==> config.mk <==
export PLATFORM = sky130hd
export DESIGN_NAME = ramtest_engine
export DESIGN_NICKNAME = d
export VERILOG_FILES = /design/src/rtl/ramtest_pkg.sv /design/src/rtl/ramtest_lfsr.sv /design/src/rtl/ramtest_addr_seq.sv /design/src/rtl/ramtest_ctrl.sv /design/src/rtl/ramtest_cmp.sv /design/src/rtl/ramtest_engine.sv
export SDC_FILE = /design/constraint.sdc
export NUM_CORES = 1
export LEC_CHECK = 0
export ABC_AREA = 0
export BUFFER_PORTS_ARGS = -buffer_cell sky130_fd_sc_hd__buf_2
export CAP_MARGIN = 10
export CORE_MARGIN = 4
export CORE_UTILIZATION = 27
export CTS_BUF_LIST = sky130_fd_sc_hd__clkbuf_4 sky130_fd_sc_hd__clkbuf_8
export DETAILED_ROUTE_END_ITERATION = 6
export GPL_ROUTABILITY_DRIVEN = 0
export PLACE_DENSITY = 0.46
export SLEW_MARGIN = 40
export SYNTH_ARGS = -nofsm -noshare
export SYNTH_HDL_FRONTEND = slang
export SYNTH_SLANG_ARGS = --single-unit
==> constraint.sdc <==
create_clock -name clk -period 4.35 [get_ports clk]
set_input_delay 0.2175 -clock clk [delete_from_list [all_inputs] [get_ports clk]]
set_output_delay 0.2175 -clock clk [all_outputs]
set_load 0.02 [all_outputs]
==> src/rtl/ramtest_pkg.sv <==
// Shared constants and types for the RAM test engine.
package ramtest_pkg;
    localparam int BYTE_W = 8;                 // data width of the tested RAM
    localparam logic [BYTE_W-1:0] LFSR_TAPS = 8'hB8; // x^8+x^6+x^5+x^4+1

    typedef enum logic [2:0] {
        PH_IDLE,
        PH_WRITE,
        PH_READ,
        PH_DRAIN,
        PH_FIN
    } phase_t;
endpackage

==> src/rtl/ramtest_lfsr.sv <==
// Pattern generator: Fibonacci LFSR, shift left, feedback = XOR of tapped bits.
// Assumes load, rewind and step are never needed together except rewind+step,
// where rewind wins. A zero seed is replaced by 1 to avoid the lock-up state.
module ramtest_lfsr
    import ramtest_pkg::*;
#(
    parameter int WIDTH = BYTE_W,
    parameter logic [WIDTH-1:0] TAPS = LFSR_TAPS
) (
    input  logic             clk,
    input  logic             rst_n,
    input  logic             load,
    input  logic             rewind,
    input  logic             step,
    input  logic [WIDTH-1:0] seed,
    output logic [WIDTH-1:0] value
);
    logic [WIDTH-1:0] seed_q;
    logic [WIDTH-1:0] seed_eff;
    logic             fb;

    // Substitute a legal seed and form the feedback bit.
    always_comb begin
        seed_eff = (seed == '0) ? WIDTH'(1) : seed;
        fb       = ^(value & TAPS);
    end

    // Hold the current pattern byte and the seed used for rewinding.
    always_ff @(posedge clk) begin
        if (!rst_n) begin
            value  <= '0;
            seed_q <= '0;
        end else if (load) begin
            value  <= seed_eff;
            seed_q <= seed_eff;
        end else if (rewind) begin
            value  <= seed_q;
        end else if (step) begin
            value  <= {value[WIDTH-2:0], fb};
        end
    end
endmodule

==> src/rtl/ramtest_addr_seq.sv <==
// Address sequencer: walks the window one byte per step, wrapping modulo
// 2^ADDR_W, and counts the bytes left in the current pass.
// Assumes step is only given while at least one byte remains.
module ramtest_addr_seq #(
    parameter int ADDR_W = 16,
    parameter int CNT_W  = ADDR_W + 1
) (
    input  logic              clk,
    input  logic              rst_n,
    input  logic              load,
    input  logic              rewind,
    input  logic              step,
    input  logic [ADDR_W-1:0] base_in,
    input  logic [CNT_W-1:0]  count_in,
    output logic [ADDR_W-1:0] addr,
    output logic              last
);
    logic [ADDR_W-1:0] base_q;
    logic [CNT_W-1:0]  count_q;
    logic [CNT_W-1:0]  remain;

    // Flag the final byte of a pass.
    always_comb last = (remain == CNT_W'(1));

    // Track the address, the saved window and the bytes remaining.
    always_ff @(posedge clk) begin
        if (!rst_n) begin
            addr    <= '0;
            base_q  <= '0;
            count_q <= '0;
            remain  <= '0;
        end else if (load) begin
            addr    <= base_in;
            base_q  <= base_in;
            count_q <= count_in;
            remain  <= count_in;
        end else if (rewind) begin
            addr    <= base_q;
            remain  <= count_q;
        end else if (step) begin
            addr    <= addr + ADDR_W'(1);
            remain  <= remain - CNT_W'(1);
        end
    end
endmodule

==> src/rtl/ramtest_ctrl.sv <==
// Pass controller: idle -> write pass -> read pass -> one drain cycle for the
// last read byte -> one done cycle. Starts are only taken while idle.
module ramtest_ctrl
    import ramtest_pkg::*;
(
    input  logic clk,
    input  logic rst_n,
    input  logic start,
    input  logic cnt_zero,
    input  logic last,
    output logic busy,
    output logic done,
    output logic we,
    output logic re,
    output logic load,
    output logic rewind,
    output logic step
);
    phase_t phase, phase_nxt;

    // Decode strobes and the next phase from the current phase.
    always_comb begin
        phase_nxt = phase;
        load      = 1'b0;
        rewind    = 1'b0;
        step      = 1'b0;
        we        = 1'b0;
        re        = 1'b0;
        unique case (phase)
            PH_IDLE: if (start) begin
                load      = 1'b1;
                phase_nxt = cnt_zero ? PH_FIN : PH_WRITE;
            end
            PH_WRITE: begin
                we = 1'b1;
                if (last) begin
                    rewind    = 1'b1;
                    phase_nxt = PH_READ;
                end else begin
                    step = 1'b1;
                end
            end
            PH_READ: begin
                re = 1'b1;
                if (last) phase_nxt = PH_DRAIN;
                else      step      = 1'b1;
            end
            PH_DRAIN: phase_nxt = PH_FIN;
            PH_FIN:   phase_nxt = PH_IDLE;
            default:  phase_nxt = PH_IDLE;
        endcase
        busy = (phase == PH_WRITE) || (phase == PH_READ) || (phase == PH_DRAIN);
        done = (phase == PH_FIN);
    end

    // Advance the phase register.
    always_ff @(posedge clk) begin
        if (!rst_n) phase <= PH_IDLE;
        else        phase <= phase_nxt;
    end
endmodule

==> src/rtl/ramtest_cmp.sv <==
// Read-back comparator: remembers the expected byte of each read request and,
// one cycle later, ORs its XOR with the returned byte into the result.
// Assumes the RAM answers every read exactly one cycle after the request.
module ramtest_cmp
    import ramtest_pkg::*;
#(
    parameter int WIDTH = BYTE_W
) (
    input  logic             clk,
    input  logic             rst_n,
    input  logic             clear,
    input  logic             capture,
    input  logic [WIDTH-1:0] expect_in,
    input  logic [WIDTH-1:0] rdata,
    output logic [WIDTH-1:0] acc
);
    logic [WIDTH-1:0] exp_q;
    logic             pend_q;

    // Pipeline the expected byte and accumulate mismatch bits.
    always_ff @(posedge clk) begin
        if (!rst_n) begin
            exp_q  <= '0;
            pend_q <= 1'b0;
            acc    <= '0;
        end else if (clear) begin
            pend_q <= 1'b0;
            acc    <= '0;
        end else begin
            pend_q <= capture;
            exp_q  <= expect_in;
            if (pend_q) acc <= acc | (rdata ^ exp_q);
        end
    end
endmodule

==> src/rtl/ramtest_engine.sv <==
// Top of the RAM test engine: writes an LFSR byte stream over a window of a
// synchronous RAM, reads it back and reports the OR of all byte mismatches.
// Assumes a RAM with same-edge writes and one-cycle read latency.
module ramtest_engine
    import ramtest_pkg::*;
#(
    parameter int ADDR_W = 16,
    parameter int CNT_W  = ADDR_W + 1
) (
    input  logic              clk,
    input  logic              rst_n,
    input  logic              start,
    input  logic [ADDR_W-1:0] start_addr,
    input  logic [CNT_W-1:0]  byte_count,
    input  logic [BYTE_W-1:0] seed,
    output logic              busy,
    output logic              done,
    output logic [BYTE_W-1:0] result,
    output logic [ADDR_W-1:0] mem_addr,
    output logic              mem_we,
    output logic              mem_re,
    output logic [BYTE_W-1:0] mem_wdata,
    input  logic [BYTE_W-1:0] mem_rdata
);
    logic load, rewind, step, last, cnt_zero;
    logic [BYTE_W-1:0] pattern;

    // Detect an empty window at the moment of start.
    always_comb cnt_zero = (byte_count == '0);

    ramtest_ctrl u_ctrl (
        .clk(clk), .rst_n(rst_n), .start(start), .cnt_zero(cnt_zero),
        .last(last), .busy(busy), .done(done), .we(mem_we), .re(mem_re),
        .load(load), .rewind(rewind), .step(step)
    );

    ramtest_addr_seq #(.ADDR_W(ADDR_W), .CNT_W(CNT_W)) u_seq (
        .clk(clk), .rst_n(rst_n), .load(load), .rewind(rewind), .step(step),
        .base_in(start_addr), .count_in(byte_count), .addr(mem_addr), .last(last)
    );

    ramtest_lfsr #(.WIDTH(BYTE_W)) u_lfsr (
        .clk(clk), .rst_n(rst_n), .load(load), .rewind(rewind), .step(step),
        .seed(seed), .value(pattern)
    );

    ramtest_cmp #(.WIDTH(BYTE_W)) u_cmp (
        .clk(clk), .rst_n(rst_n), .clear(load), .capture(mem_re),
        .expect_in(pattern), .rdata(mem_rdata), .acc(result)
    );

    // The write data is the live pattern byte.
    always_comb mem_wdata = pattern;
endmodule

==> impl_metrics.py <==
metrics = {
    "setup_path": {
        "reg2reg_from": "u_seq.remain[2]",
        "worstPathCellList": "nor4_2 -> and4b_1 -> nand2_1 -> a21o_1 -> buf_4 -> o221a_2",
        "cp_slowest_cell": "nor4_2",
        "crit_type": "reg2reg",
        "cp-start-kind": "register",
        "slowest_delay_ns": 0.59,
        "crit_fanout": 31,
        "end_kind": "register",
        "worstSetupStartpoint": "u_seq.remain[2]",
        "worstPathArrival_ns": 2.91,
        "worstPathRequired_ns": 4.65,
        "ff2ff_path_depth": 6,
    },
    "synthesis": {
        "synth_cells": 606,
        "netlist.area_leader.share_pct": 41.4,
        "ys_seq_elements": 102,
        "ys_top_cells_by_area": "dfxtp_1 (41%), nand2_1 (9.4%), a21boi_0 (7.3%), o21ai_0 (4.0%), a21oi_1 (3.8%)",
        "synth_cell_types": 59,
        "yosysWarnings": 0,
        "yosys-top-cells-count": "nand2_1 (124), dfxtp_1 (102), a21boi_0 (48)",
        "ys_seq_area_share_pct": 41.4,
        "synth_edf_count": 0,
        "syn_area_um2": 4930,
        "synth_fp_nets": 661,
        "yosysMostFrequentCell": "nand2_1",
        "async_flop_share_pct": 0,
        "synth_area_per_cell_um2": 8.14,
        "synth_top_area_cell": "dfxtp_1",
        "ys.flop_type": "dfxtp_1",
    },
    "power": {
        "p_leak_nw": 2.26,
        "p_seq_share_pct": 43.5,
        "combinationalPowerShare_pct": 32.8,
        "p_int_mw": 1.78,
        "power_frac_clock_pct": 23.8,
        "max-vdd-ir-drop_v": 0.000188,
        "power_density_nw_per_um2": 497,
        "p_sw_mw": 1.09,
        "total_power_mw": 2.87,
        "swShare_pct": 37.9,
    },
    "drt": {
        "num_vias": 4659,
        "post_drt_wl_per_cell_um": 16.2,
        "drtIter0Drc": 312,
        "ant_nets": 0,
        "viasPerCell": 5.15,
        "wirelength_mm": 14.6,
        "drc": 0,
        "drtPass1Iterations": 5,
    },
    "job": {
        "maxCapViolCount": 0,
    },
    "status": {
        "outcome": "finished, final reports clean",
    },
    "final_layout": {
        "diodes": 0,
        "fin_util_pct": 32.1,
        "drive_gt1_share_pct": 19.0,
        "fillers": 1960,
        "stdcell_count": 904,
        "layout.nets": 725,
        "syn_to_final_growth_pct": 17.0,
        "finalInstanceArea_um2": 5770,
    },
    "timing": {
        "period_share_pct": 60.1,
        "clock_skew_ns": 0.0157,
        "fmax_ghz": 0.382,
        "maxSlewViolCount": 0,
        "timing.slew.headroom_pct": 48.0,
        "min_period_ns": 2.62,
        "tns_ns": 0,
        "final-setup-viol-count": 0,
        "rsz0062_at_grt": "no",
        "worst_pin_slew_ns": 0.781,
        "hold_viol_final": 0,
    },
    "worst_hold_path": {
        "hold_path_class": "in2reg",
        "worstHoldPathCells": 3,
        "hold_path.startpoint": "start_addr[3]",
    },
    "floorplan": {
        "dieArea_um2": 20500,
        "rows": 49,
        "start_util_pct": 27.5,
        "die-width_um": 143,
        "coreArea_um2": 18000,
        "chipHeight_um": 143,
        "io_pins": 88,
    },
    "placement": {
        "dp_hpwl_mm": 10.0,
        "place_inst": 887,
        "io_buffers": 87,
        "place_area_um2": 5540,
    },
    "clocking": {
        "cts_buffer_depth": 2,
        "postCtsHoldBufs": 0,
        "cts.repair.resized": 0,
        "clkTransAtPathRegs_ns": 0.11,
        "numCtsBuffers": 9,
        "clock_latency_ns": 0.40,
        "cts_max_level": 3,
        "cts_sinks": 102,
        "postCtsSetupRepairBufs": 0,
        "cts_tree": "yes",
        "cts_root_buf": "clkbuf_8",
    },
    "grt": {
        "track_usage_pct": 14.5,
        "grt_max_degree": 58,
        "antenna_found_initial": 0,
        "grt_overflow": 0,
        "grt_first_pass_wirelength_mm": 24.0,
        "grt_pass1_vias": 4573,
    },
}
power by group through the flow:
stage                     logic [mW]  registers (mW)  clock network (mW)
after global routing            1.06            1.27               0.747
after CTS                      0.948            1.25               0.711
after floorplan                0.654            1.28                   0
after detailed placement       0.944            1.27                   0
final                          0.939            1.25               0.681
after global placement         0.930            1.26                   0
final timing paths:
| kind | slack (ns) | to |
|---|---|---|
| max | 1.73 | u_seq.addr[13] |
| min reg2reg | 0.47 | u_seq.count_q[3] |
| max reg2reg | 1.73 | u_seq.addr[13] |
| min | 0.08 | u_seq.addr[3] |
registers in the layout, summed over array words and instances (netlist names), 8 cells and up:
| register | count |
|---|---|
| u_lfsr.value | 8 |
| u_seq.remain | 17 |
| u_seq.addr | 16 |
| u_lfsr.seed_q | 8 |
| u_cmp.acc | 8 |
| u_cmp.exp_q | 8 |
| u_seq.count_q | 17 |
| u_seq.base_q | 16 |
layout make-up:
type	count	area, µm²	area share [%]
Clock inverter	7	95.1	1.65
Timing Repair Buffer	96	509	8.82
Sequential cell	102	2040	35.4
Multi-Input combinational cell	458	2700	46.8
Inverter	3	11.3	0.195
Clock buffer	9	124	2.15
Tap cell	229	287	4.96
critical path, delay by kind of cell (launching register included):
family	cells	cell delay, ns
AOI/OAI and AO/OA	2	0.77
buffers and inverters	1	0.37
DFF	1	0.38
and+or+nand+nor	3	1.00
layout by cell type (no fill, tap or decap), types with 10 or more instances in the layout:
master	count
o221ai_1	17
a21oi_1	37
buf_2	86
nand2_1	124
nor3_1	10
nor4_1	13
dfxtp_1	102
nor2_1	37
xor2_1	14
o21ai_0	39
xnor2_1	14
nand3_1	12
a21boi_0	48
logic make-up (layout without fill, tap and decap cells):
family / after synthesis / after routing / synth area share [%]
multiplexers: 1 / 1 / 0.203
flip-flops: 102 / 102 / 41.4
buffers and inverters: 46 / 115 / 3.93
adder cells (fa/ha/maj): 3 / 3 / 0.761
AO/OA/AOI/OAI: 194 / 194 / 27.0
AND/OR/NAND/NOR: 232 / 232 / 21.7
XOR/XNOR: 28 / 28 / 4.97
layer usage:
layer | vias to the layer above | wire, µm | track usage, %
li1 | 2303 | - | -
met1 | 2231 | 6880 | 19.6
met2 | 114 | 6800 | 23.8
met3 | 11 | 734 | 2.75
met4 | 0 | 197 | 4.10
met5 | - | 0 | 0
per-stage QoR:
step,hold WS (ns),setup slack [ns]
2_1_floorplan,0.362,2.31
6_report,0.0787,1.73
3_5_place_dp,0.450,1.72
3_3_place_gp,0.447,1.75
5_1_grt,0.0703,1.49
4_1_cts,0.0594,1.71
Note: power is estimated with default switching activity, not from simulation.
